`src/rtl/pinbank_sc.sv`:
```
module pinbank_sc #(
  parameter int PINS   = 32,
  parameter int ADDR_W = 8
) (
  input  logic              clk,
  input  logic              rst_n,
  input  logic              reg_valid,
  input  logic              reg_write,
  input  logic [ADDR_W-1:0] reg_addr,
  input  logic [PINS-1:0]   reg_wdata,
  output logic [PINS-1:0]   reg_rdata,
  output logic              reg_rvalid,
  input  logic [PINS-1:0]   pad_in,
  output logic [PINS-1:0]   pad_out,
  output logic [PINS-1:0]   pad_oe,
  output logic [PINS-1:0]   pin_sync
);
  localparam int WA = ADDR_W - 2;
  localparam logic [WA-1:0] W_DIR    = WA'(0);
  localparam logic [WA-1:0] W_MKOUT  = WA'(1);
  localparam logic [WA-1:0] W_MKIN   = WA'(2);
  localparam logic [WA-1:0] W_LEVEL  = WA'(3);
  localparam logic [WA-1:0] W_DSET   = WA'(4);
  localparam logic [WA-1:0] W_DCLR   = WA'(5);

  logic [WA-1:0]   widx;
  logic [PINS-1:0] is_in, latch, meta, sync;
  logic            wr, rd;

  assign widx     = reg_addr[ADDR_W-1:2];
  assign wr       = reg_valid && reg_write;
  assign rd       = reg_valid && !reg_write;
  assign pad_oe   = ~is_in;
  assign pad_out  = latch;
  assign pin_sync = sync;

  always_ff @(posedge clk) begin
    if (!rst_n) begin
      is_in <= '1;
      latch <= '0;
    end else if (wr) begin
      case (widx)
        W_MKOUT: is_in <= is_in & ~reg_wdata;
        W_MKIN:  is_in <= is_in | reg_wdata;
        W_DSET:  latch <= latch | reg_wdata;
        W_DCLR:  latch <= latch & ~reg_wdata;
        default: ;
      endcase
    end
  end

  always_ff @(posedge clk) begin
    if (!rst_n) begin
      meta <= '0;
      sync <= '0;
    end else begin
      meta <= pad_in;
      sync <= meta;
    end
  end

  always_ff @(posedge clk) begin
    if (!rst_n) begin
      reg_rdata  <= '0;
      reg_rvalid <= 1'b0;
    end else begin
      reg_rvalid <= rd;
      if (rd) begin
        case (widx)
          W_DIR:   reg_rdata <= is_in;
          W_LEVEL: reg_rdata <= sync;
          W_DSET:  reg_rdata <= latch;
          default: reg_rdata <= '0;
        endcase
      end
    end
  end

  logic [1:0] age;
  always_ff @(posedge clk) begin
    if (!rst_n) age <= 2'd0;
    else if (age != 2'd3) age <= age + 2'd1;
  end

  a_r2_make_output: assert property (@(posedge clk) disable iff (!rst_n)
    (wr && widx == W_MKOUT) |=> ((pad_oe & $past(reg_wdata)) == $past(reg_wdata)));
  a_r3_make_input: assert property (@(posedge clk) disable iff (!rst_n)
    (wr && widx == W_MKIN) |=> ((pad_oe & $past(reg_wdata)) == '0));
  a_r4_latch_set: assert property (@(posedge clk) disable iff (!rst_n)
    (wr && widx == W_DSET) |=> ((pad_out & $past(reg_wdata)) == $past(reg_wdata)));
  a_r4_latch_clr: assert property (@(posedge clk) disable iff (!rst_n)
    (wr && widx == W_DCLR) |=> ((pad_out & $past(reg_wdata)) == '0));
  a_r8_ro_write: assert property (@(posedge clk) disable iff (!rst_n)
    (wr && (widx == W_DIR || widx == W_LEVEL)) |=> ($stable(pad_oe) && $stable(pad_out)));
  a_r7_two_stage: assert property (@(posedge clk) disable iff (!rst_n)
    (age == 2'd3) |-> (pin_sync == $past(pad_in, 2)));
  a_r10_read_valid: assert property (@(posedge clk) disable iff (!rst_n)
    rd |=> reg_rvalid);
  a_r10_no_spurious: assert property (@(posedge clk) disable iff (!rst_n)
    !rd |=> !reg_rvalid);
  a_r5_dir_readback: assert property (@(posedge clk) disable iff (!rst_n)
    (rd && widx == W_DIR) |=> (reg_rdata == ~$past(pad_oe)));
endmodule

```
`config.mk`:
```
export PLATFORM = sky130hd
export DESIGN_NAME = pinbank_sc
export DESIGN_NICKNAME = d
export VERILOG_FILES = /design/src/rtl/pinbank_sc.sv
export SDC_FILE = /design/constraint.sdc
export NUM_CORES = 1
export LEC_CHECK = 0
export BUFFER_PORTS_ARGS = -buffer_cell sky130_fd_sc_hd__buf_2
export CORE_AREA = 2 2 108 110
export CTS_CLUSTER_DIAMETER = 50
export DETAILED_ROUTE_END_ITERATION = 16
export DIE_AREA = 0 0 110 112
export PLACE_DENSITY = 0.83
export SYNTH_ARGS = -nofsm -noshare
export SYNTH_HDL_FRONTEND = slang
export SYNTH_SLANG_ARGS = --single-unit
export TNS_END_PERCENT = 20
```
`constraint.sdc`:
```
create_clock -name clk -period 3.6 [get_ports clk]
set_clock_uncertainty 0.05 [all_clocks]
set_input_delay 0.72 -clock clk [delete_from_list [all_inputs] [get_ports clk]]
set_output_delay 0.72 -clock clk [all_outputs]
set_load 0.01 [all_outputs]
```
==> summary.txt, run 1 <==
Run status
  – Outcome: complete, no violations

Pwr
  – Switching share of power: a little under a quarter
  – P_int: ~3000 uW
  – Pwr/cell area: 506.2 nW/um^2
  – Cell leakage power: 0.003495 uW
  – Seq pwr share: 48.6%
  – Power share of the clock group: a little under half
  – Psw: between 800 and 900 uW
  – Combinational share of power: 5.6%
  – Peak VDD IR: roughly 0.00033 V

Yosys
  – Synth warn: 0
  – Top-area cell type share of the netlist area: between 50% and 60%
  – Synth Cell Area: between 5000 and 6000 sq um
  – Ys flop type: dfxtp_1
  – Dominant cells by area after synthesis: dfxtp_1 56%, and2_1 7.1%, a221o_1 5.5%
  – Post-Synth Adder-Cell Area: 0%
  – Cells after Synth: 549
  – Post-Synthesis Net Count: around 630
  – Register area share after synthesis: around 56%
  – Avg Inst Size Synth: 10.55 sq um
  – FFs w/ async S/R, synth: 0%
  – Simple-Gate Fraction of Synth Area: 10.71%
  – Synth unique cells: 24
  – Post-synth EDFFs: 0
  – Yosys reg bits: 161
  – Main combinational cell family by area after synthesis: compound AO/OA/AOI/OAI gates
  – Synth Area in Compound Gates: a little over a quarter
  – Multiplexer share of the synthesized area: 0%
  – Cell taking the most area after synthesis: dfxtp_1
  – Synth Area in XOR/XNOR: less than 1%

Worst setup path
  – WP data arrival: between 2 and 3 ns
  – Buffers and inverters on the worst path: 2
  – Startpoint Class: input port
  – Slowest stage cell, crit path: and2_1
  – Setup CP Type: in -> reg
  – CP top delay family: buffers and inverters
  – Largest stage delay, worst path: between 0.7 and 0.8 ns
  – Worst Path Required: between 3 and 4 ns
  – Crit path capture type: flop
  – Crit path max fanout: 20
  – Cell breakdown of the critical path: buf_2 > and2_1 > buf_4 > a22oi_1 > o2bb2ai_1 > a22o_1

Detailed routing
  – Vias: about 5200
  – DRC: 0
  – Initial DRT Pass Iterations: 6
  – Drt first-iter violations: between 300 and 400
  – Wirelength per Cell: between 15 and 20 microns
  – Drt total wl: ~17000 microns
  – Final antenna-violating net count: 0
  – Routed vias/inst: approximately 5.8

Global routing
  – Initial antenna violation count: 1
  – Largest net degree at the start of global routing: 66
  – Total track usage: 27.30%
  – First-pass GRT wire length: 25560 microns
  – GR Overflow Total: 0
  – Vias in the first global route: 5026

Clocking
  – TritonCTS Buffers: 17
  – H-tree Lvls: 4
  – Root buf cell: clkbuf_16
  – Post-CTS setup buffers: 0
  – Cts hold-fix bufs: 0
  – Clk buf depth: 2
  – CTS tree: done
  – Post-CTS sizing: 0
  – Worst-path clk slew: approximately 0.060 ns
  – Clk_lat worst skew: 0.42 ns
  – Clk sink count: between 150 and 200

Timing
  – Final slew viol count: 0
  – Final setup vio count: 0
  – Fin crit period: approximately 2.3 ns
  – Setup TNS: 0 ns
  – Final-report hold violation count: 0
  – Final hold slack: between 0.3 and 0.4 ns
  – Worst Tran Pin Value: between 0.9 and 1 ns
  – RSZ-0062 raised after global routing: false
  – Max-slew headroom: 34.57%
  – Max Fclk: 0.4264 GHz
  – Fin crit share: roughly 65%

Placed design
  – Port Buf Inserts: between 200 and 250
  – DP Cell Count: roughly 860
  – Gpl congestion: between 0.8 and 0.9
  – Final HPWL DP: roughly 11000 microns

Floorplanning
  – Initial Utilization: slightly above 50%
  – Io pins: 205
  – Row count: 39
  – Die W: 110 microns
  – Chip Height: about 110 microns
  – Core box area: ~11000 sq um
  – Total Die Area: 12320 sq um

Final layout
  – Most common cell after layout, fill and taps aside: buf_2
  – Layout fillers: approximately 900
  – Syn-to-layout area delta: 28.64%
  – Non-Filler Instances: a little under 900
  – Most frequent cells in the layout: 202 x buf_2, 161 x dfxtp_1, 66 x and2_1, 33 x inv_1, 33 x nand2_1
  – Layout cells sized above 1: 34.05%
  – Total Nets Final: 809
  – ANT cells: 0

Flow run
  – Max capacitance violation total: 0

Min path
  – Worst hold path type: reg -> reg
## worst paths after layout
kind / from / slack (ns) / endpoint / cells past startpoint
worst max register to register: flop / 2.53 / reg_rdata[7]$_SDFFE_PN0P_ / 3
worst min register to register: meta[20]$_SDFF_PN0_ / 0.38 / pin_sync[20]$_SDFF_PN0_ / 1
worst max-delay path: reg_addr[2] / 1.25 / reg_rdata[18]$_SDFFE_PN0P_ / 6
worst min-delay path: meta[20]$_SDFF_PN0_ / 0.38 / pin_sync[20]$_SDFF_PN0_ / 1
## power groups by stage
stage	clock network, uW	logic [uW]	registers, uW
after floorplan	0	96.0	1880
after global placement	0	199	1870
after detailed placement	0	207	1870
after CTS	1750	208	1830
after global routing	1820	229	1840
final	1730	210	1830
## metal layers
metal | wire length (microns) | vias up | global-route usage (%)
li1 | - | 2398 | -
met1 | 6690 | 2447 | 34.17
met2 | 7967 | 297 | 42.66
met3 | 1495 | 48 | 7.728
met4 | 514 | 0 | 13.76
met5 | 0 | - | 0
## final cells by class
| class | count | area, sq um | share of cell area, % |
|---|---|---|---|
| clock inverters | 10 | 102.6 | 1.377 |
| repair buffers | 217 | 1124 | 15.08 |
| inverters | 34 | 127.6 | 1.713 |
| clock buffers | 22 | 474.2 | 6.363 |
| well taps | 143 | 178.9 | 2.401 |
| flip-flops and latches | 161 | 3223 | 43.25 |
| multi-input cells | 302 | 2222 | 29.82 |
## worst reg2reg max path: stages, from the launching register on
cell and delay, ns:
dfxtp_1 0.33, a22oi_1 0.24, o2bb2ai_1 0.14, a22o_1 0.21
## through the flow
step	utilization (%)	cell area, sq um	power (uW)	setup WS, ns
finish	66.69	7452	3772	1.255
global route	66.69	7452	3889	1.146
CTS	66.69	7452	3790	1.287
detailed placement	61.53	6875	2081	0.8352
global placement	61.53	6875	2071	0.9052
floorplan	-	5793	1973	1.290
## cells in the mapped netlist, types with 2 or more instances
master and n:
nand2_1 33, and2_1 66, a21oi_1 33, buf_2 11
clkbuf_1 35, buf_1 2, buf_6 4, o2bb2ai_1 32
a311oi_1 32, dfxtp_1 161, a22oi_1 32, a221o_1 32
a22o_1 32, inv_1 34
## kinds of logic after synthesis
| group | Yosys count |
|---|---|
| buffers and inverters | 86 |
| xor gates and xnor gates | 1 |
| DFF | 161 |
| AOI/OAI and AO/OA | 194 |
| and+or+nand+nor | 107 |
Power figures use the tool's default switching activity.
==> run 2, diff against run 1 <==
Settings changed: CORE_AREA 2 2 108 110 to 2 2 117 119, DIE_AREA 0 0 110 112 to 0 0 119 121, PLACE_DENSITY 0.83 to 0.75.
Clock period 3.6 ns to 2.1 ns, I/O delays scaled along.
==> summary.txt, run 2 (synthesized netlist as in run 1, its figures left out) <==
Run status
  – Outcome: complete, no violations

Timing
  – Setup ws final: 0.3062 ns (-0.9485 ns)
  – Fin crit share: 85.42%
  – Max Fclk: 0.5575 GHz
  – Final-report hold violation count: 0 (unchanged)
  – Final hold slack: 0.1527 ns (-0.2278 ns)
  – Final setup vio count: 0 (unchanged)
  – Final slew viol count: 0 (unchanged)
  – Worst Tran Pin Value: 0.9644 ns (-0.01478 ns)
  – RSZ-0062 raised after global routing: false
  – Fin crit period: 1.794 ns
  – Max-slew headroom: 35.56% (+0.99 points)

Clocking
  – CTS tree: done
  – Post-CTS setup buffers: 0 (unchanged)
  – Clk_lat worst skew: 0.42 ns (about the same)
  – TritonCTS Buffers: 17 (unchanged)
  – Root buf cell: clkbuf_16
  – Worst-path clk slew: 0.06 ns (about the same)
  – H-tree Lvls: 4 (unchanged)
  – Clk buf depth: 2 (unchanged)
  – Clk sink count: 161 (unchanged)

Worst setup path
  – WP data arrival: 2.06 ns (-0.59 ns)
  – Most frequent cell on the critical path: buf_4
  – Startpoint Class: input port
  – Slowest stage cell, crit path: nor4b_2
  – Largest stage delay, worst path: 0.38 ns (-0.35 ns)
  – Setup CP Type: in -> reg
  – Worst Path Required: 2.37 ns (-1.54 ns)
  – Cell breakdown of the critical path: buf_2 > nor4b_2 > buf_4 > nor3b_2 > buf_4 > a21oi_1 > a311oi_1
  – Crit path capture type: flop
  – Crit path max fanout: 29 (+45%)

Placed design
  – Gpl congestion: 0.8811 (+1.5%)
  – Final HPWL DP: 12080 microns (+6.7%)
  – Placement Setup Slack: -0.2286 ns (-1.064 ns)
  – Port Buf Inserts: 202 (unchanged)

Global routing
  – Total track usage: 23.56% (-3.7 points)
  – Vias in the first global route: 5054 (+0.56%)
  – Initial antenna violation count: 3 (+2)
  – Largest net degree at the start of global routing: 65 (-1.5%)
  – GR Overflow Total: 0 (unchanged)
  – First-pass GRT wire length: 26350 microns (+3.1%)

Detailed routing
  – Initial DRT Pass Iterations: 5 (-1)
  – Drt total wl: 17160 microns (+2.9%)
  – DRC: 0 (unchanged)
  – Drt first-iter violations: 414 (+29%)
  – Routed vias/inst: 5.651 (-3.2%)
  – Final antenna-violating net count: 0 (unchanged)
  – Vias: 5306 (+2.2%)
  – Wirelength per Cell: 18.27 microns (-2.6%)

Floorplanning
  – Total Die Area: 14400 sq um (+17%)
  – Core box area: 13090 sq um (+17%)
  – Io pins: 205 (unchanged)
  – Initial Utilization: 44.27% (-7.6 points)
  – Row count: 42 (+7.7%)
  – Die W: 119 microns (+8.2%)
  – Chip Height: 121 microns (+8.0%)

Final layout
  – Layout cells sized above 1: 35.39% (+1.3 points)
  – Total Nets Final: 824 (+1.9%)
  – Layout fillers: 1159 (+28%)
  – Most frequent cells in the layout: 202 x buf_2, 161 x dfxtp_1, 66 x and2_1, 33 x inv_1, 33 x nand2_1
  – Final core area utilization: 58.80% (-7.9 points)
  – Syn-to-layout area delta: 32.81%
  – Most common cell after layout, fill and taps aside: buf_2

Flow run
  – Max capacitance violation total: 0 (unchanged)

Pwr
  – Cell leakage power: 0.003595 uW (+2.8%)
  – Pwr/cell area: 862.2 nW/um^2 (+70%)
  – Peak VDD IR: 0.0004709 V (+43%)

Min path
  – Worst hold path type: in -> reg
## run 2: where the power goes
part           internal, uW  total [uW]  leakage [uW]  switching [uW]
Sequential             3120        3140       0.00131            26.6
Clock                  1920        3120      0.000281            1200
Combinational           152         374       0.00200             222
## run 2: per-layer routing
layer	wire length (microns)	up-vias	GRT usage (%)
met3	1493	43	6.438
met5	0	-	0
met1	6885	2544	28.68
li1	-	2428	-
met2	8310	291	38.54
met4	465	0	11.61
## run 2: area by class of cell
cell class	count	area [sq um]	share of cell area, %
Multi-Input combinational cell	302	2233	29.03
Tap cell	176	220.2	2.862
Clock inverter	10	135.1	1.756
Timing Repair Buffer	232	1286	16.72
Sequential cell	161	3223	41.89
Inverter	34	127.6	1.659
Clock buffer	21	460.4	5.985
Antenna cell	3	7.507	0.09758
## run 2: critical path, delay by kind of cell
kind / cells / cell delay, ns
compound gates: 2 / 0.39
simple gates: 2 / 0.60
buf+inv: 3 / 0.64
## run 2: worst paths after layout
path	cells past startpoint	startpoint	slack, ns	endpoint
worst min register to register	1	meta[22]$_SDFF_PN0_	0.38	pin_sync[22]$_SDFF_PN0_
worst max register to register	3	flop	1.05	reg_rdata[5]$_SDFFE_PN0P_
worst max-delay path	7	reg_addr[5]	0.31	flop
worst min-delay path	2	pad_in[27]	0.15	meta[27]$_SDFF_PN0_
## run 2: stage by stage
| stage | instance area, sq um | TNS (ns) | power, uW | std cells |
|---|---|---|---|---|
| after CTS | 7680 | 0 | 6667 | 936 |
| after global placement | 7084 | -5.703 | 3566 | 905 |
| after global routing | 7691 | 0 | 6842 | 938 |
| after floorplan | 5793 | 0 | 3383 | 549 |
| final | 7694 | 0 | 6634 | 939 |
| after detailed placement | 7084 | -6.670 | 3579 | 905 |
## run 2: what timing repair did
| action | 4_1_cts | 5_1_grt |
|---|---|---|
| gates resized for setup | 0 | 1 |
| hold buffers | 0 | 0 |
| endpoints found under the setup margin | 0 | 2 |
==> run 3, diff against run 2 <==
Settings changed: PLACE_DENSITY 0.75 to not set, PLACE_DENSITY_LB_ADDON set to 0.2.
==> summary.txt, run 3 (synthesized netlist as in run 1, its figures left out) <==
Worst setup path
  – Reg2reg path depth: 3 (unchanged)
  – Slowest stage cell, crit path: nor3b_2
  – Startpoint Class: input port
  – Worst Path Required: 2.36 ns (about the same)
  – Crit path max fanout: 32 (+10%)
  – Setup CP Type: in -> reg
  – Critical Path Source: reg_addr[5]
  – Crit path capture type: flop
  – Cell breakdown of the critical path: buf_2 > nor4b_1 > buf_4 > nor3b_2 > buf_12 > a21oi_1 > a311oi_1
  – Reg-to-reg slack, setup: 1.06 ns (about the same)
  – Largest stage delay, worst path: 0.41 ns (+0.03 ns)
  – WP data arrival: 2.11 ns (+0.05 ns)

Clocking
  – Clk_lat worst skew: 0.41 ns (about the same)
  – Clk sink count: 161 (unchanged)
  – Clk buf depth: 2 (unchanged)
  – CTS tree: done
  – H-tree Lvls: 4 (unchanged)
  – Worst-path clk slew: 0.06 ns (about the same)
  – Post-CTS sizing: 0 (unchanged)
  – Post-CTS setup buffers: 0 (unchanged)
  – Cts hold-fix bufs: 0 (unchanged)
  – TritonCTS Buffers: 17 (unchanged)
  – Root buf cell: clkbuf_16

Pwr
  – Combinational share of power: 5.6% (about the same)
  – Seq pwr share: 47.4% (about the same)
  – Psw: 1434 uW (-0.76%)
  – Power, Total: 6640 uW (about the same)
  – Switching share of power: 21.60% (-0.18 points)
  – P_int: 5206 uW (+0.33%)
  – Peak VDD IR: 0.0004717 V (+0.18%)
  – Power share of the clock group: 47.1% (about the same)
  – Cell leakage power: 0.003601 uW (+0.16%)
  – Pwr/cell area: 866.1 nW/um^2 (+0.45%)

Timing
  – Final slew viol count: 0 (unchanged)
  – Worst Tran Pin Value: 1.022 ns (+0.05727 ns)
  – Final-report hold violation count: 0 (unchanged)
  – RSZ-0062 raised after global routing: false
  – Fin crit share: 88.26% (+2.8 points)
  – Fin crit period: 1.853 ns (+0.05960 ns)
  – Max-slew headroom: 31.74% (-3.8 points)
  – Final setup vio count: 0 (unchanged)
  – Final hold slack: 0.1567 ns (+0.003911 ns)
  – Max Fclk: 0.5395 GHz (-3.2%)

Run status
  – Outcome: complete, no violations

Final layout
  – Layout fillers: 1145 (-1.2%)
  – ANT cells: 0 (-3)
  – Most common cell after layout, fill and taps aside: buf_2
  – Final core area utilization: 58.59% (-0.21 points)
  – Most frequent cells in the layout: 202 x buf_2, 161 x dfxtp_1, 66 x and2_1, 33 x inv_1, 33 x nand2_1
  – Layout cells sized above 1: 35.27% (-0.12 points)
  – Syn-to-layout area delta: 32.33%
  – Non-Filler Instances: 933 (-0.64%)
  – Total Nets Final: 821 (-0.36%)

Floorplanning
  – Core box area: 13090 sq um (unchanged)
  – Total Die Area: 14400 sq um (unchanged)
  – Initial Utilization: 44.27% (unchanged)
  – Die W: 119 microns (unchanged)
  – Chip Height: 121 microns (unchanged)
  – Row count: 42 (unchanged)
  – Io pins: 205 (unchanged)

Detailed routing
  – Initial DRT Pass Iterations: 5 (unchanged)
  – Wirelength per Cell: 17.69 microns (-3.2%)
  – Final antenna-violating net count: 0 (unchanged)
  – Drt first-iter violations: 405 (-2.2%)
  – Routed vias/inst: 5.493 (-2.8%)
  – Vias: 5125 (-3.4%)
  – Drt total wl: 16500 microns (-3.8%)
  – DRC: 0 (unchanged)

Global routing
  – Vias in the first global route: 5075 (+0.42%)
  – GR Overflow Total: 0 (unchanged)
  – Largest net degree at the start of global routing: 65 (unchanged)
  – Total track usage: 23.09% (-0.47 points)
  – Initial antenna violation count: 0 (-3)
  – First-pass GRT wire length: 26120 microns (-0.87%)

Flow run
  – Max capacitance violation total: 0 (unchanged)

Min path
  – Worst hold path type: in -> reg
  – HP Start: pad_in[22]
  – Worst Hold Depth: 2 (unchanged)

Placed design
  – Port Buf Inserts: 202 (unchanged)
  – Final HPWL DP: 11540 microns (-4.5%)
  – DP Cell Count: 902 (-0.33%)
  – Gpl congestion: 0.8233 (-6.6%)
run 3: cell types whose count changed in the layout (fill, tap and decap cells not counted), sizes merged:
cell,before,now
buf,232,229
bufinv,3,2
clkbuf,21,23
clkinv,3,6
clkinvlp,4,0
diode,3,0
run 3: worst max-delay path, delay by kind of cell:
family	cells	cell delay, ns
compound gates	2	0.37
buf+inv	3	0.54
simple gates	2	0.77
run 3: worst paths after layout:
kind	endpoint
worst max-delay path	flop
worst min-delay path	meta[22]$_SDFF_PN0_
worst max register to register	reg_rdata[5]$_SDFFE_PN0P_
worst min register to register	pin_sync[6]$_SDFF_PN0_
run 3: metrics by stage:
stage / instance area, sq um / setup slack [ns] / setup TNS [ns]
global placement: 7057 / -0.1280 / -3.263
floorplan: 5793 / 0.09036 / 0
finish: 7666 / 0.2466 / 0
CTS: 7666 / 0.2378 / 0
detailed placement: 7057 / -0.1670 / -4.459
global route: 7666 / 0.1098 / 0
run 3: final cells by class:
class                      instances  area [sq um]  area share (%)
clock buffer                      23         508.0           6.626
inverter                          34         127.6           1.665
multi-input combinational        302          2222           28.99
tap                              176         220.2           2.873
clock inverter                     8         101.3           1.322
sequential                       161          3223           42.04
timing repair buffer             229          1264           16.48
run 3: metal layers:
metal	vias up	track usage (%)	share of wire, %
met2	238	35.88	45
met4	0	9.226	1.9
met3	31	6.156	7.8
met5	-	0	0
li1	2415	-	-
met1	2441	30.62	45
run 3: power groups by stage:
stage	Sequential [uW]	Combinational (uW)	Clock (uW)
2_1_floorplan	3220	165	0
3_5_place_dp	3210	367	0
4_1_cts	3140	369	3170
6_report	3140	369	3130
5_1_grt	3150	402	3330
3_3_place_gp	3210	359	0
